<file path="src/rtl/dac_tx_pkg.sv">
package dac_tx_pkg;

    localparam int WORD_W = 16;
    localparam int CODE_W = 8;
    localparam int HALVES = 2 * WORD_W;
    localparam int HALF_W = $clog2(HALVES);

    typedef enum logic [1:0] {
        ST_IDLE,
        ST_SETUP,
        ST_SHIFT,
        ST_GAP
    } frame_st_e;

    typedef struct packed {
        logic              ldac;
        logic              pd_b;
        logic              pd_a;
        logic              sel_b;
        logic [1:0]        ctl;
        logic [CODE_W-1:0] code;
    } dac_fields_t;

endpackage

</file>
<file path="src/rtl/dac_word_pack.sv">
module dac_word_pack
    import dac_tx_pkg::*;
(
    input  logic              raw_mode_i,
    input  logic [WORD_W-1:0] raw_word_i,
    input  dac_fields_t       fields_i,
    output logic [WORD_W-1:0] word_o
);

    logic [WORD_W-1:0] base_d;

    always_comb begin
        if (raw_mode_i) begin
            base_d = raw_word_i;
        end else begin
            base_d = {2'b00, fields_i};
        end
        word_o = base_d;
        // reference select and the unused bit always go out low
        word_o[WORD_W-1:WORD_W-2] = 2'b00;
    end

endmodule

</file>
<file path="src/rtl/dac_rate_div.sv">
module dac_rate_div #(
    parameter int DIV_W = 8
) (
    input  logic             clk,
    input  logic             rst_n,
    input  logic             load_i,
    input  logic [DIV_W-1:0] div_i,
    input  logic             run_i,
    output logic             tick_o
);

    typedef struct packed {
        logic [DIV_W-1:0] div;
        logic [DIV_W-1:0] cnt;
    } div_regs_t;

    div_regs_t r_q, r_d;

    always_comb begin
        r_d    = r_q;
        tick_o = run_i && (r_q.cnt == r_q.div);
        if (load_i) begin
            r_d.div = div_i;
        end
        if (!run_i || tick_o) begin
            r_d.cnt = '0;
        end else begin
            r_d.cnt = r_q.cnt + 1'b1;
        end
    end

    always_ff @(posedge clk or negedge rst_n) begin
        if (!rst_n) begin
            r_q <= '0;
        end else begin
            r_q <= r_d;
        end
    end


    cnt_step_chk: assert property (@(posedge clk) disable iff (!rst_n)
        run_i && !tick_o |=> r_q.cnt == DIV_W'($past(r_q.cnt) + 1'b1));


    cnt_bound_chk: assert property (@(posedge clk) disable iff (!rst_n)
        run_i |-> r_q.cnt <= r_q.div);

endmodule

</file>
<file path="src/rtl/dac_frame_ctrl.sv">
module dac_frame_ctrl
    import dac_tx_pkg::*;
(
    input  logic clk,
    input  logic rst_n,
    input  logic start_i,
    input  logic tick_i,
    output logic load_o,
    output logic shift_o,
    output logic busy_o,
    output logic done_o,
    output logic sclk_o,
    output logic sync_n_o
);

    localparam logic [HALF_W-1:0] LAST_HALF = HALF_W'(HALVES - 1);

    typedef struct packed {
        frame_st_e         st;
        logic [HALF_W-1:0] half;
        logic              sclk;
        logic              sync_n;
        logic              done;
    } ctrl_regs_t;

    ctrl_regs_t r_q, r_d;

    always_comb begin
        r_d      = r_q;
        r_d.done = 1'b0;
        load_o   = 1'b0;
        shift_o  = 1'b0;
        unique case (r_q.st)
            ST_IDLE: begin
                if (start_i) begin
                    load_o     = 1'b1;
                    r_d.st     = ST_SETUP;
                    r_d.sync_n = 1'b0;
                    r_d.sclk   = 1'b1;
                    r_d.half   = '0;
                end
            end
            ST_SETUP: begin
                if (tick_i) begin
                    r_d.st   = ST_SHIFT;
                    r_d.sclk = 1'b0;
                    r_d.half = '0;
                end
            end
            ST_SHIFT: begin
                if (tick_i) begin
                    if (r_q.half == LAST_HALF) begin
                        r_d.st     = ST_GAP;
                        r_d.sync_n = 1'b1;
                        r_d.sclk   = 1'b1;
                        r_d.half   = '0;
                    end else begin
                        r_d.half = r_q.half + 1'b1;
                        r_d.sclk = ~r_q.sclk;
                        shift_o  = r_q.half[0];
                    end
                end
            end
            ST_GAP: begin
                if (tick_i) begin
                    if (r_q.half == HALF_W'(1)) begin
                        r_d.st   = ST_IDLE;
                        r_d.done = 1'b1;
                        r_d.half = '0;
                    end else begin
                        r_d.half = r_q.half + 1'b1;
                    end
                end
            end
            default: begin
                r_d.st = ST_IDLE;
            end
        endcase
    end

    always_ff @(posedge clk or negedge rst_n) begin
        if (!rst_n) begin
            r_q.st     <= ST_IDLE;
            r_q.half   <= '0;
            r_q.sclk   <= 1'b1;
            r_q.sync_n <= 1'b1;
            r_q.done   <= 1'b0;
        end else begin
            r_q <= r_d;
        end
    end

    assign busy_o   = (r_q.st != ST_IDLE);
    assign done_o   = r_q.done;
    assign sclk_o   = r_q.sclk;
    assign sync_n_o = r_q.sync_n;


    idle_lines_chk: assert property (@(posedge clk) disable iff (!rst_n)
        !busy_o |-> sclk_o && sync_n_o);


    sync_rise_chk: assert property (@(posedge clk) disable iff (!rst_n)
        $rose(sync_n_o) |-> sclk_o && $past(sclk_o));


    shift_on_fall_chk: assert property (@(posedge clk) disable iff (!rst_n)
        shift_o |=> !sclk_o);


    done_pulse_chk: assert property (@(posedge clk) disable iff (!rst_n)
        done_o |=> !done_o);


    done_idle_chk: assert property (@(posedge clk) disable iff (!rst_n)
        done_o |-> !busy_o && $past(busy_o));

endmodule

</file>
<file path="src/rtl/dac_lane_shifter.sv">
module dac_lane_shifter
    import dac_tx_pkg::*;
(
    input  logic              clk,
    input  logic              rst_n,
    input  logic              load_i,
    input  logic              shift_i,
    input  logic [WORD_W-1:0] word_i,
    output logic              sdata_o
);

    logic [WORD_W-1:0] sh_q, sh_d;

    always_comb begin
        sh_d = sh_q;
        if (load_i) begin
            sh_d = word_i;
        end else if (shift_i) begin
            sh_d = {sh_q[WORD_W-2:0], 1'b0};
        end
    end

    always_ff @(posedge clk or negedge rst_n) begin
        if (!rst_n) begin
            sh_q <= '0;
        end else begin
            sh_q <= sh_d;
        end
    end

    assign sdata_o = sh_q[WORD_W-1];


    first_bit_low_chk: assert property (@(posedge clk) disable iff (!rst_n)
        load_i |=> !sdata_o);


    data_hold_chk: assert property (@(posedge clk) disable iff (!rst_n)
        !load_i && !shift_i |=> $stable(sdata_o));

endmodule

</file>
<file path="src/rtl/dual_dac_tx.sv">
module dual_dac_tx
    import dac_tx_pkg::*;
#(
    parameter int LANES = 2,
    parameter int DIV_W = 8
) (
    input  logic                     clk,
    input  logic                     rst_n,
    input  logic                     start_i,
    input  logic                     raw_mode_i,
    input  logic [LANES*WORD_W-1:0]  raw_word_i,
    input  logic [LANES-1:0]         cmd_ldac_i,
    input  logic [LANES-1:0]         cmd_pdb_i,
    input  logic [LANES-1:0]         cmd_pda_i,
    input  logic [LANES-1:0]         cmd_selb_i,
    input  logic [2*LANES-1:0]       cmd_ctl_i,
    input  logic [LANES*CODE_W-1:0]  cmd_code_i,
    input  logic [DIV_W-1:0]         div_i,
    output logic                     busy_o,
    output logic                     done_o,
    output logic                     sclk_o,
    output logic                     sync_n_o,
    output logic [LANES-1:0]         sdata_o
);

    logic load, shift, tick;

    dac_frame_ctrl u_ctrl (
        .clk      (clk),
        .rst_n    (rst_n),
        .start_i  (start_i),
        .tick_i   (tick),
        .load_o   (load),
        .shift_o  (shift),
        .busy_o   (busy_o),
        .done_o   (done_o),
        .sclk_o   (sclk_o),
        .sync_n_o (sync_n_o)
    );

    dac_rate_div #(.DIV_W(DIV_W)) u_div (
        .clk    (clk),
        .rst_n  (rst_n),
        .load_i (load),
        .div_i  (div_i),
        .run_i  (busy_o),
        .tick_o (tick)
    );

    for (genvar l = 0; l < LANES; l++) begin : g_lane
        dac_fields_t       fields;
        logic [WORD_W-1:0] word;

        assign fields.ldac  = cmd_ldac_i[l];
        assign fields.pd_b  = cmd_pdb_i[l];
        assign fields.pd_a  = cmd_pda_i[l];
        assign fields.sel_b = cmd_selb_i[l];
        assign fields.ctl   = cmd_ctl_i[2*l +: 2];
        assign fields.code  = cmd_code_i[CODE_W*l +: CODE_W];

        dac_word_pack u_pack (
            .raw_mode_i (raw_mode_i),
            .raw_word_i (raw_word_i[WORD_W*l +: WORD_W]),
            .fields_i   (fields),
            .word_o     (word)
        );

        dac_lane_shifter u_shift (
            .clk     (clk),
            .rst_n   (rst_n),
            .load_i  (load),
            .shift_i (shift),
            .word_i  (word),
            .sdata_o (sdata_o[l])
        );
    end


    lanes_quiet_idle_chk: assert property (@(posedge clk) disable iff (!rst_n)
        $rose(busy_o) |-> !sync_n_o && sclk_o);

endmodule

</file>
<file path="config.mk">
export PLATFORM = sky130hd
export DESIGN_NAME = dual_dac_tx
export DESIGN_NICKNAME = d
export VERILOG_FILES = /design/src/rtl/dac_tx_pkg.sv /design/src/rtl/dac_word_pack.sv /design/src/rtl/dac_rate_div.sv /design/src/rtl/dac_frame_ctrl.sv /design/src/rtl/dac_lane_shifter.sv /design/src/rtl/dual_dac_tx.sv
export SDC_FILE = /design/constraint.sdc
export NUM_CORES = 1
export LEC_CHECK = 0
export CAP_MARGIN = 20
export CORE_MARGIN = 1
export CORE_UTILIZATION = 38
export CTS_BUF_LIST = sky130_fd_sc_hd__clkbuf_8
export DETAILED_ROUTE_END_ITERATION = 8
export DONT_BUFFER_PORTS = 1
export SLEW_MARGIN = 15
export SYNTH_ARGS = -nofsm -noshare
export SYNTH_HDL_FRONTEND = slang
export SYNTH_SLANG_ARGS = --single-unit
export TNS_END_PERCENT = 10
</file>
<file path="constraint.sdc">
create_clock -name clk -period 5.2 [get_ports clk]
set_input_delay 1.56 -clock clk [delete_from_list [all_inputs] [get_ports clk]]
set_output_delay 1.56 -clock clk [all_outputs]
set_load 0.02 [all_outputs]
</file>
---- Word level (Yosys, flattened, before mapping) ----
Cells that the tools add are included.
W data, S select, Z words.
storage, ports and cells
  register bits after elaboration ......... 58
  input port bits ......................... 72
  output and inout port bits .............. 6
  logic and storage cells ................. 63
cells by class
  add/sub/neg operators ................... 2
  eq/ne operators ......................... 12
  multiplexer cells ....................... 27
  bitwise operators ....................... 1
  reductions and logical operators ........ 12
operator list
  kind                   number
  $mux W16               4
  $mux W14               2
  $pmux W7 S4            1
  $mux W9                2
  $mux W8                2
  $reduce_and A4 Y1      3
  $mux W1                9
  $add A8 B1 Y8 const B  1
  $eq A8 B8 Y1           1
  $ne A2 B2 Y1 const B   4
  $mux W7                1
  $mux W6                1
  $reduce_and A6 Y1      1
  $reduce_bool A2 Y1     3
  $add A5 B1 Y5 const B  1
  $eq A5 B1 Y1 const B   1
  $eq A5 B5 Y1 const B   1
  $mux W5                1
  $eq A2 B2 Y1 const B   2
  $mux W2                2
  $ne A2 B1 Y1 const B   2
  $pmux W1 S3            1
  $reduce_bool A3 Y1     1
  $eq A2 B1 Y1 const B   1
  6 further kinds        6

---- Depth between registers and ports, before layout ----
  depth in word-level cells ............... 6
  depth in mapped cells ................... 10
  gate-level depth less buffers ........... 8

---- Cells and area by module ----
A second synthesis with hierarchy kept.
second synthesis, totals
  cell total of the unflattened synthesis .. 302
  area total of the unflattened synthesis .. 3,305.7 um^2
modules (own cells, without submodules)
  module            instances  cells each  area each (um^2)  sequential area each (um^2)
  dac_lane_shifter  2          69          742.0             400.4
  dac_rate_div      1          63          773.2             400.4
  dac_frame_ctrl    1          65          673.1             252.7
  dac_word_pack     2          18          187.7             0.0

---- Least setup slack after synthesis ----
No wires, ideal clock.
  kind .................................... input to register
  from .................................... in raw_mode_i
  to ...................................... reg g_lane[0].u_shift.sh_q[10]
  setup time .............................. 0.078 ns
  arrival ................................. 2.633 ns
  data required time ...................... 5.122 ns
  path slack .............................. 2.490 ns
  stages on the path ...................... 5
  path buffers ............................ 3
  path through ............................ clkbuf_1 > clkbuf_1 > clkbuf_1 > a211oi_1 > a21oi_1
between the ends
  cells in the longest elaborated chain, start to end .. 2
ends and longest elaborated chain
  what                  RTL line                source
  from (decl)           dual_dac_tx.sv:10       input logic raw_mode_i,
  $mux W14              dac_word_pack.sv:13     if (raw_mode_i) begin
  $mux W16              dac_lane_shifter.sv:16  if (load_i) begin
  to (signal assigned)  dac_lane_shifter.sv:25  sh_q <= '0;
  to (signal assigned)  dac_lane_shifter.sv:27  sh_q <= sh_d;
  to (decl)             dac_lane_shifter.sv:12  logic [WORD_W-1:0] sh_q, sh_d;
No other way between the ends.
A chain may end at the register's enable or synchronous reset.

---- Final worst setup path ----
  from .................................... reg u_ctrl.r_q[8] (netlist bit)
  to ...................................... out busy_o
between the ends
  cells in the longest elaborated chain, start to end .. 1
ends and longest elaborated chain
  what                    RTL line              source
  from (decl)             dac_frame_ctrl.sv:26  ctrl_regs_t r_q, r_d;
  from (signal assigned)  dac_frame_ctrl.sv:89  r_q <= r_d;
  $reduce_bool A2 Y1      dac_frame_ctrl.sv:93  assign busy_o = (r_q.st != ST_IDLE);
  to (decl)               dual_dac_tx.sv:19     output logic busy_o,
No other way between the ends.

==> qor.csv <==
stage,metric,value,unit
cts,cts_buffer_depth,2,
cts,clk_pin_slew,0.07,ns
logic_synthesis,synth_area_per_cell,10.2,um^2
cts,cts_inserted_buffers,9,
final_layout,regArea,0.00145,mm^2
pwr,p_clk_frac,0.240,
cts,post_cts_resized,0,
pwr,p_sw_frac,0.356,
global_routing,overflow,0,
setup_path,cp_slowest_cell,dfrtp_1,
route,drt_iter0_drc,35,
run_status,status,"complete, no violations",
pwr,combPwrFrac,0.325,
setup_path,critPathTopFamily,flip-flops,
timing,fin_crit_sh,0.566,
logic_synthesis,synth-simple-area-share,0.161,
logic_synthesis,yosysWarnings,0,
logic_synthesis,synthTopCellsByCount,"dfrtp_1 (56), mux2i_1 (32), nand2_1 (32)",
setup_path,crit_cells,3,
cts,clkSinkCount,58,
final_layout,layout.nets,384,
logic_synthesis,synth.most_common_cell,dfrtp_1,
setup_path,path_class,reg2out,
logic_synthesis,synth_xor_xnor_area_share,0.0387,
timing,finClkSkew,0.0118,ns
timing,fin_crit,2.95,ns
logic_synthesis,synthFlopType,dfrtp_1,
placed_design,dp_hpwl,4.07,mm
logic_synthesis,syn-cell-area,0.00317,mm^2
global_routing,antenna_found_initial,0,
setup_path,timing.rr.end,g_lane[1].u_shift.sh_q[10],
logic_synthesis,async_flop_share,1.00,
placed_design,portBuffers,0,
route,via_count,2152,
placed_design,place_congestion,0.820,
setup_path,endpoint,busy_o,
route,drt_pass1_iterations,4,
global_routing,grt_pass1_wl,9.63,mm
route,route.detailed.wl_per_inst,14.7,um
die,num_rows,32,
die,core_area,0.00789,mm^2
setup_path,r2r_slack,2.32,ns
route,ant_nets,0,
final_layout,drive_above_1_share,0.0814,
setup_path,ff2ff_path_depth,8,
setup_path,worstSetupEndpointType,output port,
setup_path,worstPathRequired,3.64,ns
logic_synthesis,synth.area.top_cells,"dfrtp_1 (44%), mux2i_1 (10%), a211oi_1 (6.2%)",
route,drc,0,
job,drv_cap,0,
route,drt_wl_total,6.01,mm
global_routing,grt_max_degree,59,
pwr,p_int,1.11,mW
final_layout,area_growth,6.08,%
pwr,ir_drop,0.272,mV
placed_design,place_inst,393,
worst_hold_path,min_path_type,reg2reg,
setup_path,path_buf_inv,2,
setup_path,slowest_delay,0.43,ns
timing,grt_setup_unrepaired,false,
setup_path,crit_chain,inv_1 -> ha_1 -> inv_1,
final_layout,diodes,0,
cts,insertion_delay,0.33,ns
route,vias_per_cell,5.26,
cts,htreeDepth,3,
setup_path,cpMostUsedCell,inv_1,
setup_path,timing.rr.start,u_ctrl.r_q[3],
logic_synthesis,synth_compound_area_frac,0.141,
cts,cts_root_buffer,clkbuf_8,
logic_synthesis,synthesis.instances,311,
logic_synthesis,synth_top_area_share,0.442,
logic_synthesis,synth_cell_type_count,40,
final_layout,multi_input_area,0.00155,mm^2
die,die_area,0.00871,mm^2
timing,fmax,339,MHz
timing,hold_viol,0,
pwr,pwr-share-seq,0.435,
logic_synthesis,synth-seq-cells,58,
cts,cts_tree,done,
logic_synthesis,yosysSeqAreaShare,0.459,
timing,setup_viol,0,
die,die_x,93.3,um
die,io_pins,78,
timing,fin_setup_tns,0,ns
die,die_height,93.3,um
global_routing,track_usage,0.144,
logic_synthesis,synth_edf_count,0,
timing,slew_headroom,0.303,
setup_path,worstSetupStartpointType,register,
setup_path,cp_max_fo,8,
global_routing,grt_pass1_vias,2046,
cts,cts_setup_buffers,0,
pwr,p_sw,611,uW
setup_path,worstPathArrival,1.39,ns
final_layout,layout.cells.non_filler,409,
pwr,p_leak,1.39,nW
cts,hold_buffers,0,
setup_path,critPathLaunch,u_ctrl.r_q[8],
pwr,cellPowerDensity,511,mW/mm^2
final_layout,fillCellCount,773,
timing,worst_slew_pin_slew,1.04,ns
logic_synthesis,synth_area_leader_cell,dfrtp_1,
timing,finalMaxSlewViolations,0,
logic_synthesis,mappedNetlistNets,393,
logic_synthesis,synth_top_family_by_area,simple AND/OR/NAND/NOR gates,
logic_synthesis,synth.area.mux_share,0.108,
logic_synthesis,synthAdderAreaFrac,0.0395,
die,start_util,0.402,
## final cells by class
type,instances,area share
repair buffers,1,0.00223
well taps,102,0.0380
inverters,7,0.00782
clock inverters,5,0.0138
multi-input cells,225,0.461
clock buffers,11,0.0450
flip-flops and latches,58,0.432
## worst min-delay path, delay by kind of cell (launching register included)
family           cells  cell delay, ns
DFF                  1            0.36
and+or+nand+nor      2            0.10
## cells by family after synthesis
logic type | after synthesis
AO/OA/AOI/OAI | 70
AND/OR/NAND/NOR | 97
buffers and inverters | 28
adder cells (fa/ha/maj) | 10
flip-flops | 58
multiplexers | 34
XOR/XNOR | 14
## registers in the layout, summed over array words and instances (netlist names)
| register | flops |
|---|---|
| u_ctrl.r_q | 7 |
| u_ctrl.sync_n_o | 1 |
| g_lane.u_shift.sh_q | 32 |
| u_ctrl.done_o | 1 |
| u_div.r_q | 16 |
| u_ctrl.sclk_o | 1 |
## metrics by stage
| step | cell area (um^2) | total power [mW] | utilization | setup WS, ns | hold WS, ns |
|---|---|---|---|---|---|
| final | 3360 | 1.72 | 0.426 | 2.25 | 0.496 |
| after CTS | 3360 | 1.74 | 0.426 | 2.23 | 0.503 |
| after detailed placement | 3160 | 1.32 | 0.401 | 2.19 | 0.485 |
| after global placement | 3160 | 1.30 | 0.401 | 2.23 | 0.487 |
| after global routing | 3360 | 1.86 | 0.426 | 2.09 | 0.530 |
| after floorplan | 3170 | 1.20 | - | 2.49 | 0.465 |
## power groups by stage
stage          Sequential [mW]  Combinational [mW]  Clock [mW]
2_1_floorplan            0.723               0.477           0
3_3_place_gp             0.753               0.546           0
3_5_place_dp             0.757               0.566           0
4_1_cts                  0.750               0.568       0.424
5_1_grt                  0.772               0.642       0.442
6_report                 0.747               0.558       0.413
## per-layer routing
layer,up-vias,part of all wire,global-route usage
met5,-,0,0
met4,0,0.020,0.0679
met2,57,0.46,0.225
met3,12,0.057,0.0333
met1,1007,0.47,0.188
li1,1076,-,-
## placed cells by master (no fill, tap or decap), types with 2 or more instances in the layout
cell type,count
xor2_1,10
a21oi_1,28
dfrtp_1,56
clkbuf_8,11
nand2_1,31
mux2_2,2
a21o_1,2
mux2i_1,32
inv_1,10
nor3_1,3
nand3_1,4
nor4_2,2
nand3b_1,2
nor2b_1,29
xnor2_1,4
and3_1,3
ha_1,10
nor2_1,15
o21ai_0,6
dfstp_2,2
a211oi_1,26
## worst min-delay path by stage
stage | startpoint | to | slack [ns] | depth (start not counted)
final | u_div.r_q[8] | u_div.r_q[8] | 0.50 | 2
after global routing | u_div.r_q[11] | u_div.r_q[11] | 0.53 | 2
after CTS | u_div.r_q[8] | u_div.r_q[8] | 0.50 | 2
after detailed placement | u_div.r_q[12] | u_div.r_q[12] | 0.48 | 2
after global placement | u_div.r_q[15] | u_div.r_q[15] | 0.49 | 2
after floorplan | u_div.r_q[10] | u_div.r_q[10] | 0.47 | 2
Power figures use the tool's default switching activity.
